===== src/rtl/phy_tst_pkg.sv =====
`timescale 1ns/1ps
package phy_tst_pkg;
  localparam int unsigned TST_DW       = 8;
  localparam int unsigned CLK_ENTRIES  = 5;
  localparam int unsigned LANE_ENTRIES = 7;
  localparam int unsigned CFG_ENTRIES  = 3;
  localparam int unsigned CLK_BASE     = 'h00;
  localparam int unsigned LANE_STRIDE  = 'h10;
  localparam int unsigned CFG_BASE     = 'h70;
  localparam int unsigned CLK_WAKE     = 4;
  localparam int unsigned LANE_WAKE    = 6;
  localparam int unsigned CFG_PLL_A    = 1;
  localparam int unsigned CFG_PLL_B    = 2;
  localparam logic [TST_DW-1:0] WAKE_DEF  = 8'hFF;
  localparam logic [TST_DW-1:0] PLL_B_DEF = 8'h80;
endpackage


===== src/rtl/phy_tst_phase.sv =====
`timescale 1ns/1ps
module phy_tst_phase #(
  parameter int unsigned DW = 8
) (
  input  logic          clk_i,
  input  logic          rst_ni,
  input  logic          clr_i,
  input  logic          strobe_i,
  input  logic          en_i,
  input  logic [DW-1:0] din_i,
  output logic [DW-1:0] addr_o,
  output logic          addr_vld_o,
  output logic          wr_o,
  output logic [DW-1:0] wdata_o
);
  logic          strobe_q;
  logic          fall;
  logic [DW-1:0] addr_q;
  logic          vld_q;

  assign fall = strobe_q & ~strobe_i & ~clr_i;

  always_ff @(posedge clk_i or negedge rst_ni) begin
    if (!rst_ni) begin
      strobe_q <= 1'b0;
      addr_q   <= '0;
      vld_q    <= 1'b0;
    end else begin
      strobe_q <= strobe_i;
      if (clr_i) begin
        addr_q <= '0;
        vld_q  <= 1'b0;
      end else if (fall && en_i) begin
        addr_q <= din_i;
        vld_q  <= 1'b1;
      end
    end
  end

  // data phase without a prior address phase is dropped
  assign wr_o       = fall & ~en_i & vld_q;
  assign wdata_o    = din_i;
  assign addr_o     = addr_q;
  assign addr_vld_o = vld_q;

  AST_WR_NEEDS_ADDR: assert property (@(posedge clk_i) disable iff (!rst_ni)
    wr_o |-> addr_vld_o);
  AST_CLR_DROPS_ADDR: assert property (@(posedge clk_i) disable iff (!rst_ni)
    clr_i |=> (!addr_vld_o && addr_o == '0));
  AST_ADDR_CAPTURE: assert property (@(posedge clk_i) disable iff (!rst_ni)
    (!clr_i && en_i && strobe_q && !strobe_i) |=> (addr_vld_o && addr_o == $past(din_i)));
endmodule


===== src/rtl/phy_tst_regfile.sv =====
`timescale 1ns/1ps
module phy_tst_regfile import phy_tst_pkg::*; #(
  parameter int unsigned NUM_LANES = 4,
  parameter int unsigned DW        = TST_DW
) (
  input  logic          clk_i,
  input  logic          rst_ni,
  input  logic          clr_i,
  input  logic          we_i,
  input  logic [DW-1:0] addr_i,
  input  logic [DW-1:0] wdata_i,
  output logic [DW-1:0] rd_data_o,
  output logic [DW-1:0] pll_a_o,
  output logic [DW-1:0] pll_b_o
);
  logic [DW-1:0] clk_q  [CLK_ENTRIES];
  logic [DW-1:0] lane_q [NUM_LANES][LANE_ENTRIES];
  logic [DW-1:0] cfg_q  [CFG_ENTRIES];

  for (genvar i = 0; i < CLK_ENTRIES; i++) begin : g_clk
    localparam logic [DW-1:0] DEF = (i == CLK_WAKE) ? DW'(WAKE_DEF) : '0;
    localparam logic [DW-1:0] ADR = DW'(CLK_BASE + i);
    logic [DW-1:0] q;
    always_ff @(posedge clk_i or negedge rst_ni) begin
      if (!rst_ni)                    q <= DEF;
      else if (clr_i)                 q <= DEF;
      else if (we_i && addr_i == ADR) q <= wdata_i;
    end
    assign clk_q[i] = q;
  end

  for (genvar l = 0; l < NUM_LANES; l++) begin : g_lane
    for (genvar e = 0; e < LANE_ENTRIES; e++) begin : g_ent
      localparam logic [DW-1:0] DEF = (e == LANE_WAKE) ? DW'(WAKE_DEF) : '0;
      localparam logic [DW-1:0] ADR = DW'(LANE_STRIDE * (l + 1) + e);
      logic [DW-1:0] q;
      always_ff @(posedge clk_i or negedge rst_ni) begin
        if (!rst_ni)                    q <= DEF;
        else if (clr_i)                 q <= DEF;
        else if (we_i && addr_i == ADR) q <= wdata_i;
      end
      assign lane_q[l][e] = q;
    end
  end

  for (genvar c = 0; c < CFG_ENTRIES; c++) begin : g_cfg
    localparam logic [DW-1:0] DEF = (c == CFG_PLL_B) ? DW'(PLL_B_DEF) : '0;
    localparam logic [DW-1:0] ADR = DW'(CFG_BASE + c);
    logic [DW-1:0] q;
    always_ff @(posedge clk_i or negedge rst_ni) begin
      if (!rst_ni)                    q <= DEF;
      else if (clr_i)                 q <= DEF;
      else if (we_i && addr_i == ADR) q <= wdata_i;
    end
    assign cfg_q[c] = q;
  end

  // unmapped addresses read as zero
  always_comb begin
    rd_data_o = '0;
    for (int i = 0; i < CLK_ENTRIES; i++)
      if (addr_i == DW'(CLK_BASE + i)) rd_data_o = clk_q[i];
    for (int l = 0; l < NUM_LANES; l++)
      for (int e = 0; e < LANE_ENTRIES; e++)
        if (addr_i == DW'(LANE_STRIDE * (l + 1) + e)) rd_data_o = lane_q[l][e];
    for (int c = 0; c < CFG_ENTRIES; c++)
      if (addr_i == DW'(CFG_BASE + c)) rd_data_o = cfg_q[c];
  end

  assign pll_a_o = cfg_q[CFG_PLL_A];
  assign pll_b_o = cfg_q[CFG_PLL_B];

  AST_CLR_DEFAULTS: assert property (@(posedge clk_i) disable iff (!rst_ni)
    clr_i |=> (clk_q[CLK_WAKE] == DW'(WAKE_DEF) && pll_b_o == DW'(PLL_B_DEF) && pll_a_o == '0));
  AST_IDLE_HOLDS_PLL: assert property (@(posedge clk_i) disable iff (!rst_ni)
    (!we_i && !clr_i) |=> ($stable(pll_a_o) && $stable(pll_b_o)));
endmodule


===== src/rtl/phy_tst_port.sv =====
`timescale 1ns/1ps
module phy_tst_port import phy_tst_pkg::*; #(
  parameter int unsigned NUM_LANES = 4
) (
  input  logic              clk_i,
  input  logic              rst_ni,
  input  logic              tst_clr_i,
  input  logic              tst_strobe_i,
  input  logic              tst_en_i,
  input  logic [TST_DW-1:0] tst_din_i,
  output logic [TST_DW-1:0] rd_addr_o,
  output logic [TST_DW-1:0] rd_data_o,
  output logic              addr_vld_o,
  output logic              pll_div5_o,
  output logic              pll_div1_o,
  output logic [2:0]        pll_fb_o,
  output logic              pll_bw_en_o,
  output logic              pll_prediv_byp_o,
  output logic [6:0]        pll_prediv_o
);
  logic              wr;
  logic [TST_DW-1:0] wdata;
  logic [TST_DW-1:0] pll_a;
  logic [TST_DW-1:0] pll_b;

  phy_tst_phase #(.DW(TST_DW)) i_phase (
    .clk_i      (clk_i),
    .rst_ni     (rst_ni),
    .clr_i      (tst_clr_i),
    .strobe_i   (tst_strobe_i),
    .en_i       (tst_en_i),
    .din_i      (tst_din_i),
    .addr_o     (rd_addr_o),
    .addr_vld_o (addr_vld_o),
    .wr_o       (wr),
    .wdata_o    (wdata)
  );

  phy_tst_regfile #(.NUM_LANES(NUM_LANES), .DW(TST_DW)) i_regfile (
    .clk_i     (clk_i),
    .rst_ni    (rst_ni),
    .clr_i     (tst_clr_i),
    .we_i      (wr),
    .addr_i    (rd_addr_o),
    .wdata_i   (wdata),
    .rd_data_o (rd_data_o),
    .pll_a_o   (pll_a),
    .pll_b_o   (pll_b)
  );

  assign pll_div5_o       = pll_a[5];
  assign pll_div1_o       = pll_a[4];
  assign pll_fb_o         = pll_a[3:1];
  assign pll_bw_en_o      = pll_a[0];
  assign pll_prediv_byp_o = pll_b[7];
  assign pll_prediv_o     = pll_b[6:0];

  AST_STROBE_HIGH_HOLDS: assert property (@(posedge clk_i) disable iff (!rst_ni)
    (!tst_clr_i && tst_strobe_i) |=> ($stable(rd_data_o) && $stable(rd_addr_o)));
endmodule


===== config.mk =====
export PLATFORM = sky130hd
export DESIGN_NAME = phy_tst_port
export DESIGN_NICKNAME = d
export VERILOG_FILES = /design/src/rtl/phy_tst_pkg.sv /design/src/rtl/phy_tst_phase.sv /design/src/rtl/phy_tst_regfile.sv /design/src/rtl/phy_tst_port.sv
export SDC_FILE = /design/constraint.sdc
export NUM_CORES = 1
export LEC_CHECK = 0
export BUFFER_PORTS_ARGS = -buffer_cell sky130_fd_sc_hd__buf_2
export CAP_MARGIN = 30
export CELL_PAD_IN_SITES_DETAIL_PLACEMENT = 1
export CELL_PAD_IN_SITES_GLOBAL_PLACEMENT = 1
export CORE_ASPECT_RATIO = 0.8
export CORE_MARGIN = 1.5
export CORE_UTILIZATION = 51
export CTS_BUF_LIST = sky130_fd_sc_hd__clkbuf_16
export CTS_CLUSTER_SIZE = 8
export DETAILED_ROUTE_END_ITERATION = 10
export GPL_TIMING_DRIVEN = 0
export PLACE_DENSITY = 0.9
export SLEW_MARGIN = 20
export SYNTH_ARGS = -nofsm -noshare
export SYNTH_HDL_FRONTEND = slang
export SYNTH_SLANG_ARGS = --single-unit

===== constraint.sdc =====
create_clock -name clk_i -period 5 [get_ports clk_i]
set_input_delay 1.5 -clock clk_i [delete_from_list [all_inputs] [get_ports clk_i]]
set_output_delay 1.5 -clock clk_i [all_outputs]
set_load 0.03 [all_outputs]

# After elaboration in Yosys (flattened, before gate mapping)
# Cells that the tools add are included.
# op_classes
eq_ne,35
mux,112
bitwise,7
n_reduce_logical,75
# op_table
op,n
two-way mux 8 bit,110
== test 8 x 6 -> 1 bit (second input constant),14
== test 8 x 7 -> 1 bit (second input constant),10
nonzero test 2 bit,37
== test 8 x 5 -> 1 bit (second input constant),7
logical AND 1 bit,37
== test 8 x 2 -> 1 bit (second input constant),2
== test 8 x 1 -> 1 bit (second input constant),1
== test 8 x 3 -> 1 bit (second input constant),1
zero test 8 bit,1
bitwise AND 1 bit,4
NOT 1 bit,3
two-way mux 1 bit,2
# totals
ff_bits,298
in_bits,13
output_inout_bits,31
elab_cells,268

# Depth between registers and ports, before layout
# depth
depth_word,37
mapped_depth,13
mapped_depth_nobuf,8

# By module
# A second synthesis with hierarchy kept.
# hier_totals
cells_unflattened,1756
hier_area_um2,15476.1
# by_module_without_submodules
mod,n_inst,cells_per_inst,area_each_um2,seq_area_each_um2
phy_tst_regfile,1,1708,14934.3,7258.2
phy_tst_phase,1,48,541.8,250.2

# Worst setup path after synthesis
# Ideal clock, no wire load.
# synth_path
path_kind,register to output
startpoint,"register i_phase.addr_q[0], in the netlist i_phase.addr_o[0]"
endpoint,output rd_data_o[4]
arrival_time_ns,2.794
required_ns,3.500
setup_slack_ns,0.706
stages_incl_launch_ff,11
path_buffers,2
cell_sequence,dfrtp_1 -> buf_4 -> buf_4 -> nor2b_1 -> o21ai_0 -> a21o_1 -> a21oi_1 -> a2bb2oi_1 -> a2bb2oi_1 -> o2111ai_1 -> a211oi_1
# synth_between
elab_chain_cells,37
word_cells_on_any_way,72
classes_between,eq/ne (35); mux (36); reduce/logical (1)
# synth_rtl
item,line_no,source
start: declaration,phy_tst_phase.sv:18,logic [DW-1:0] addr_q;
start signal: assignment,phy_tst_phase.sv:34,addr_q <= din_i;
zero test 8 bit,phy_tst_regfile.sv:62,if (addr_i == DW'(CLK_BASE + i)) rd_data_o = clk_q[i];
two-way mux 8 bit (5 in series),phy_tst_regfile.sv:62,
two-way mux 8 bit (28 in series),phy_tst_regfile.sv:65,if (addr_i == DW'(LANE_STRIDE * (l + 1) + e)) rd_data_o = lane_q[l][e];
two-way mux 8 bit (2 in series),phy_tst_regfile.sv:67,if (addr_i == DW'(CFG_BASE + c)) rd_data_o = cfg_q[c];
two-way mux 8 bit (*),phy_tst_regfile.sv:67,
end: declaration,phy_tst_port.sv:12,"output logic [TST_DW-1:0] rd_data_o,"
# Every way passes the cells marked *; elsewhere a longest branch is shown, timed or not.

# Worst setup path after layout
# layout_path
startpoint,"register i_phase.addr_q[0], in the netlist i_phase.addr_o[0]"
endpoint,output rd_data_o[2]
# Same word-level chain as after synthesis.

==> results.tsv <==
metric	value	unit
start_util	51.8	%
r2r_start	i_phase.strobe_q	
clock_power_share	48.0	%
layoutNonFillerInstCount	2376	
power_switching_share	28.0	%
cp.required	3500	ps
arrival	3590	ps
firstDrtPassIters	8	
n_fill_cell	3521	
dp_hpwl	52700	µm
cp_slowest_stage_delay	400	ps
fp.dieH	157	µm
yosysTopAreaCell	dfrtp_1	
synth_nets	1856	
rr_worst_depth	6	
async_flop_share	100	%
worst_setup_path_start_kind	flop	
synth-seq-cells	298	
routed_wl	76300	µm
slew_viol_final	0	
crit_slowest_cell	a211o_1	
skew	11.4	ps
final_cell_mix	nand2_1, a21oi_1, dfrtp_1	
hold_path_depth	2	
drive_gt1_share	15.2	%
path_cells	buf_6 -> buf_8 -> nor2_4 -> nand2_1 -> o21ai_0 -> a21oi_1 -> a211o_1 -> a221oi_2 -> or3_4 -> o211ai_1 -> buf_4	
tightest_slew	1070	ps
leakage	7.34	nW
htreeDepth	2	
synth-main-ff-cell	dfrtp_1	
place_congestion	1.04	
antenna_found_initial	3	
fin_nets	1976	
syn_to_final_growth	18.6	%
netlist.area_leader.share	42.4	%
critical_path_class	reg2out	
synth_edf_count	0	
grtUsageMet2	71.3	%
grt_pass1_vias	16616	
yosysSeqAreaShare	49.5	%
syn_inst	1843	
die_x	196	µm
netlist_area	0.0152	mm²
r2r-end	i_regfile.g_lane[0].g_ent[4].q[7]	
critPathCaptureType	output pin	
hold_path.class	reg2reg	
p_per_area	317	mW/mm²
final_common_cell	nand2_1	
min_period	5090	ps
rsz0062_at_grt	yes	
combPwrFrac	9.4	%
p_seq_share	42.5	%
grtUsageMet1	65.5	%
relSlewSlack	28.7	%
port_buffers	34	
rows	56	
holdWs	485	ps
dr_total_vias	16582	
ioPinCount	44	
viasPerCell	6.98	
grt_pass1_wl	109000	µm
holdBufCountCts	0	
dieArea	0.0308	mm²
grt_busiest_layer	met2	
fin_crit_sh	102	%
cts_tree	built	
cap_violations	0	
postRouteAntennaNets	0	
dp_cells	2262	
wl_per_cell	32.1	µm
violations	setup timing	
cp_max_fo	10	
use_met3	16.4	%
peakVddDrop	320	µV
ys_warn_count	0	
cts-root-buf	clkbuf_16	
worstSkewPairLatency	570	ps
hold_end	i_regfile.g_clk[4].q[2]	
p_int	4.10	mW
yosys-top-cells-area	dfrtp_1, nand2_1, a21oi_1	
worst_slack	-88.8	ps
cts_buffers	43	
track_usage	49.2	%
hold_viol	0	
syn_avg_cell_area	8.23	µm²
path_clk_slew	50	ps
min-delay-start	i_regfile.g_clk[4].q[2]	
synth_cell_types	79	
first_iter_violations	2579	
grt_max_degree	96	
finalSetupViolCount	8	
drc	0	
clock_sinks	298	
core_region_area	0.0293	mm²
status	finished with violations	
fmax	0.197	GHz
clockBufferDepth	3	
p_sw	1.59	mW
r2r_setup_slack	1770	ps
grt-ovfl-total	0	
cp-startpoint	i_phase.addr_o[0]	
==> critical path, delay by kind of cell, from the launching register on <==
| kind | cells | cell delay (ps) |
|---|---|---|
| buffers and inverters | 3 | 520 |
| DFF | 1 | 390 |
| and+or+nand+nor | 3 | 900 |
| AOI/OAI and AO/OA | 5 | 1190 |
==> cell usage after synthesis, types with 4 or more instances <==
cell type,number
o21ai_1,10
o221ai_1,9
nand3_1,78
o2111ai_1,4
a222oi_1,5
buf_6,5
a21oi_1,302
o21ai_0,30
a21o_1,4
a2bb2oi_1,5
a22oi_1,26
nor2_2,5
a32oi_1,4
or4b_1,4
mux2_2,7
a221oi_1,12
nand2_1,627
o31ai_1,7
a221o_1,4
nand4_1,5
a211oi_1,10
dfstp_2,41
nor3_1,11
nor3_2,4
nor4_1,5
buf_2,33
clkbuf_1,77
o211ai_1,9
dfrtp_1,257
o22ai_1,36
inv_1,7
buf_4,9
nor2b_1,4
mux2i_1,20
nor2_1,79
nand2b_1,5
buf_1,10
==> per-layer routing <==
layer	routed length, µm	part of all wire (%)
met1	28900	38
met2	31500	41
met3	11300	15
met4	4610	6.0
met5	0	0
==> final cells by class <==
class	count	area [µm²]	share of cell area, %
Sequential cell	298	7510	41.7
Multi-Input combinational cell	1401	7360	40.9
Antenna cell	2	5.00	0.0278
Clock buffer	43	1080	5.98
Timing Repair Buffer	75	606	3.36
Tap cell	377	472	2.62
Clock inverter	36	181	1.01
Buffer	134	748	4.16
Inverter	10	41.3	0.229
==> cell families after synthesis <==
logic type             Yosys count  share of synthesized area [%]
DFF                            298                           49.5
and+or+nand+nor                864                           24.4
buffers and inverters          144                           4.30
muxes                           27                           1.84
AOI/OAI and AO/OA              510                           20.0
==> state kept, by name (all words and copies together) (netlist names) <==
name	count
i_regfile.g_cfg.q	8
i_regfile.pll_a_o	8
i_regfile.g_lane.g_ent.q	224
i_regfile.pll_b_o	8
i_regfile.g_clk.q	40
i_phase.addr_o	8
i_phase.strobe_q	1
i_phase.addr_vld_o	1
==> through the flow <==
step | worst slack (ps) | power, mW | util [%] | area, µm² | setup TNS [ps]
after floorplan | 706 | 2.67 | - | 15200 | 0
after global placement | -3240 | 2.89 | 54.0 | 15800 | -877410
after detailed placement | -277 | 2.91 | 54.5 | 16000 | -886
after CTS | 4.49 | 5.62 | 60.4 | 17700 | 0
after global routing | -56.8 | 5.77 | 61.4 | 18000 | -234
final | -88.8 | 5.70 | 61.4 | 18000 | -400
==> power groups by stage <==
stage | clock, mW | sequential [mW] | combinational, mW
after floorplan | 0 | 2.47 | 0.199
after global placement | 0 | 2.46 | 0.430
after detailed placement | 0 | 2.46 | 0.447
after CTS | 2.72 | 2.42 | 0.479
after global routing | 2.81 | 2.42 | 0.537
final | 2.74 | 2.42 | 0.536
==> worst max path at each step <==
stage | endpoint | slack (ps) | depth (start not counted)
floorplan | rd_data_o[4] | 710 | 10
global placement | i_regfile.g_lane[3].g_ent[0].q[2] | -3240 | 1
detailed placement | rd_data_o[0] | -280 | 11
CTS | rd_data_o[1] | 4 | 14
global route | rd_data_o[5] | -60 | 12
finish | rd_data_o[2] | -90 | 11
==> repair_timing <==
| action | 4_1_cts | 5_1_grt |
|---|---|---|
| hold endpoints to repair | 0 | 0 |
| pin swaps | 7 | 13 |
| endpoints found under the setup margin | 8 | 8 |
| resized for setup | 84 | 45 |
| setup buffers | 20 | 10 |
No activity file was read; power rests on OpenSTA's default activity.
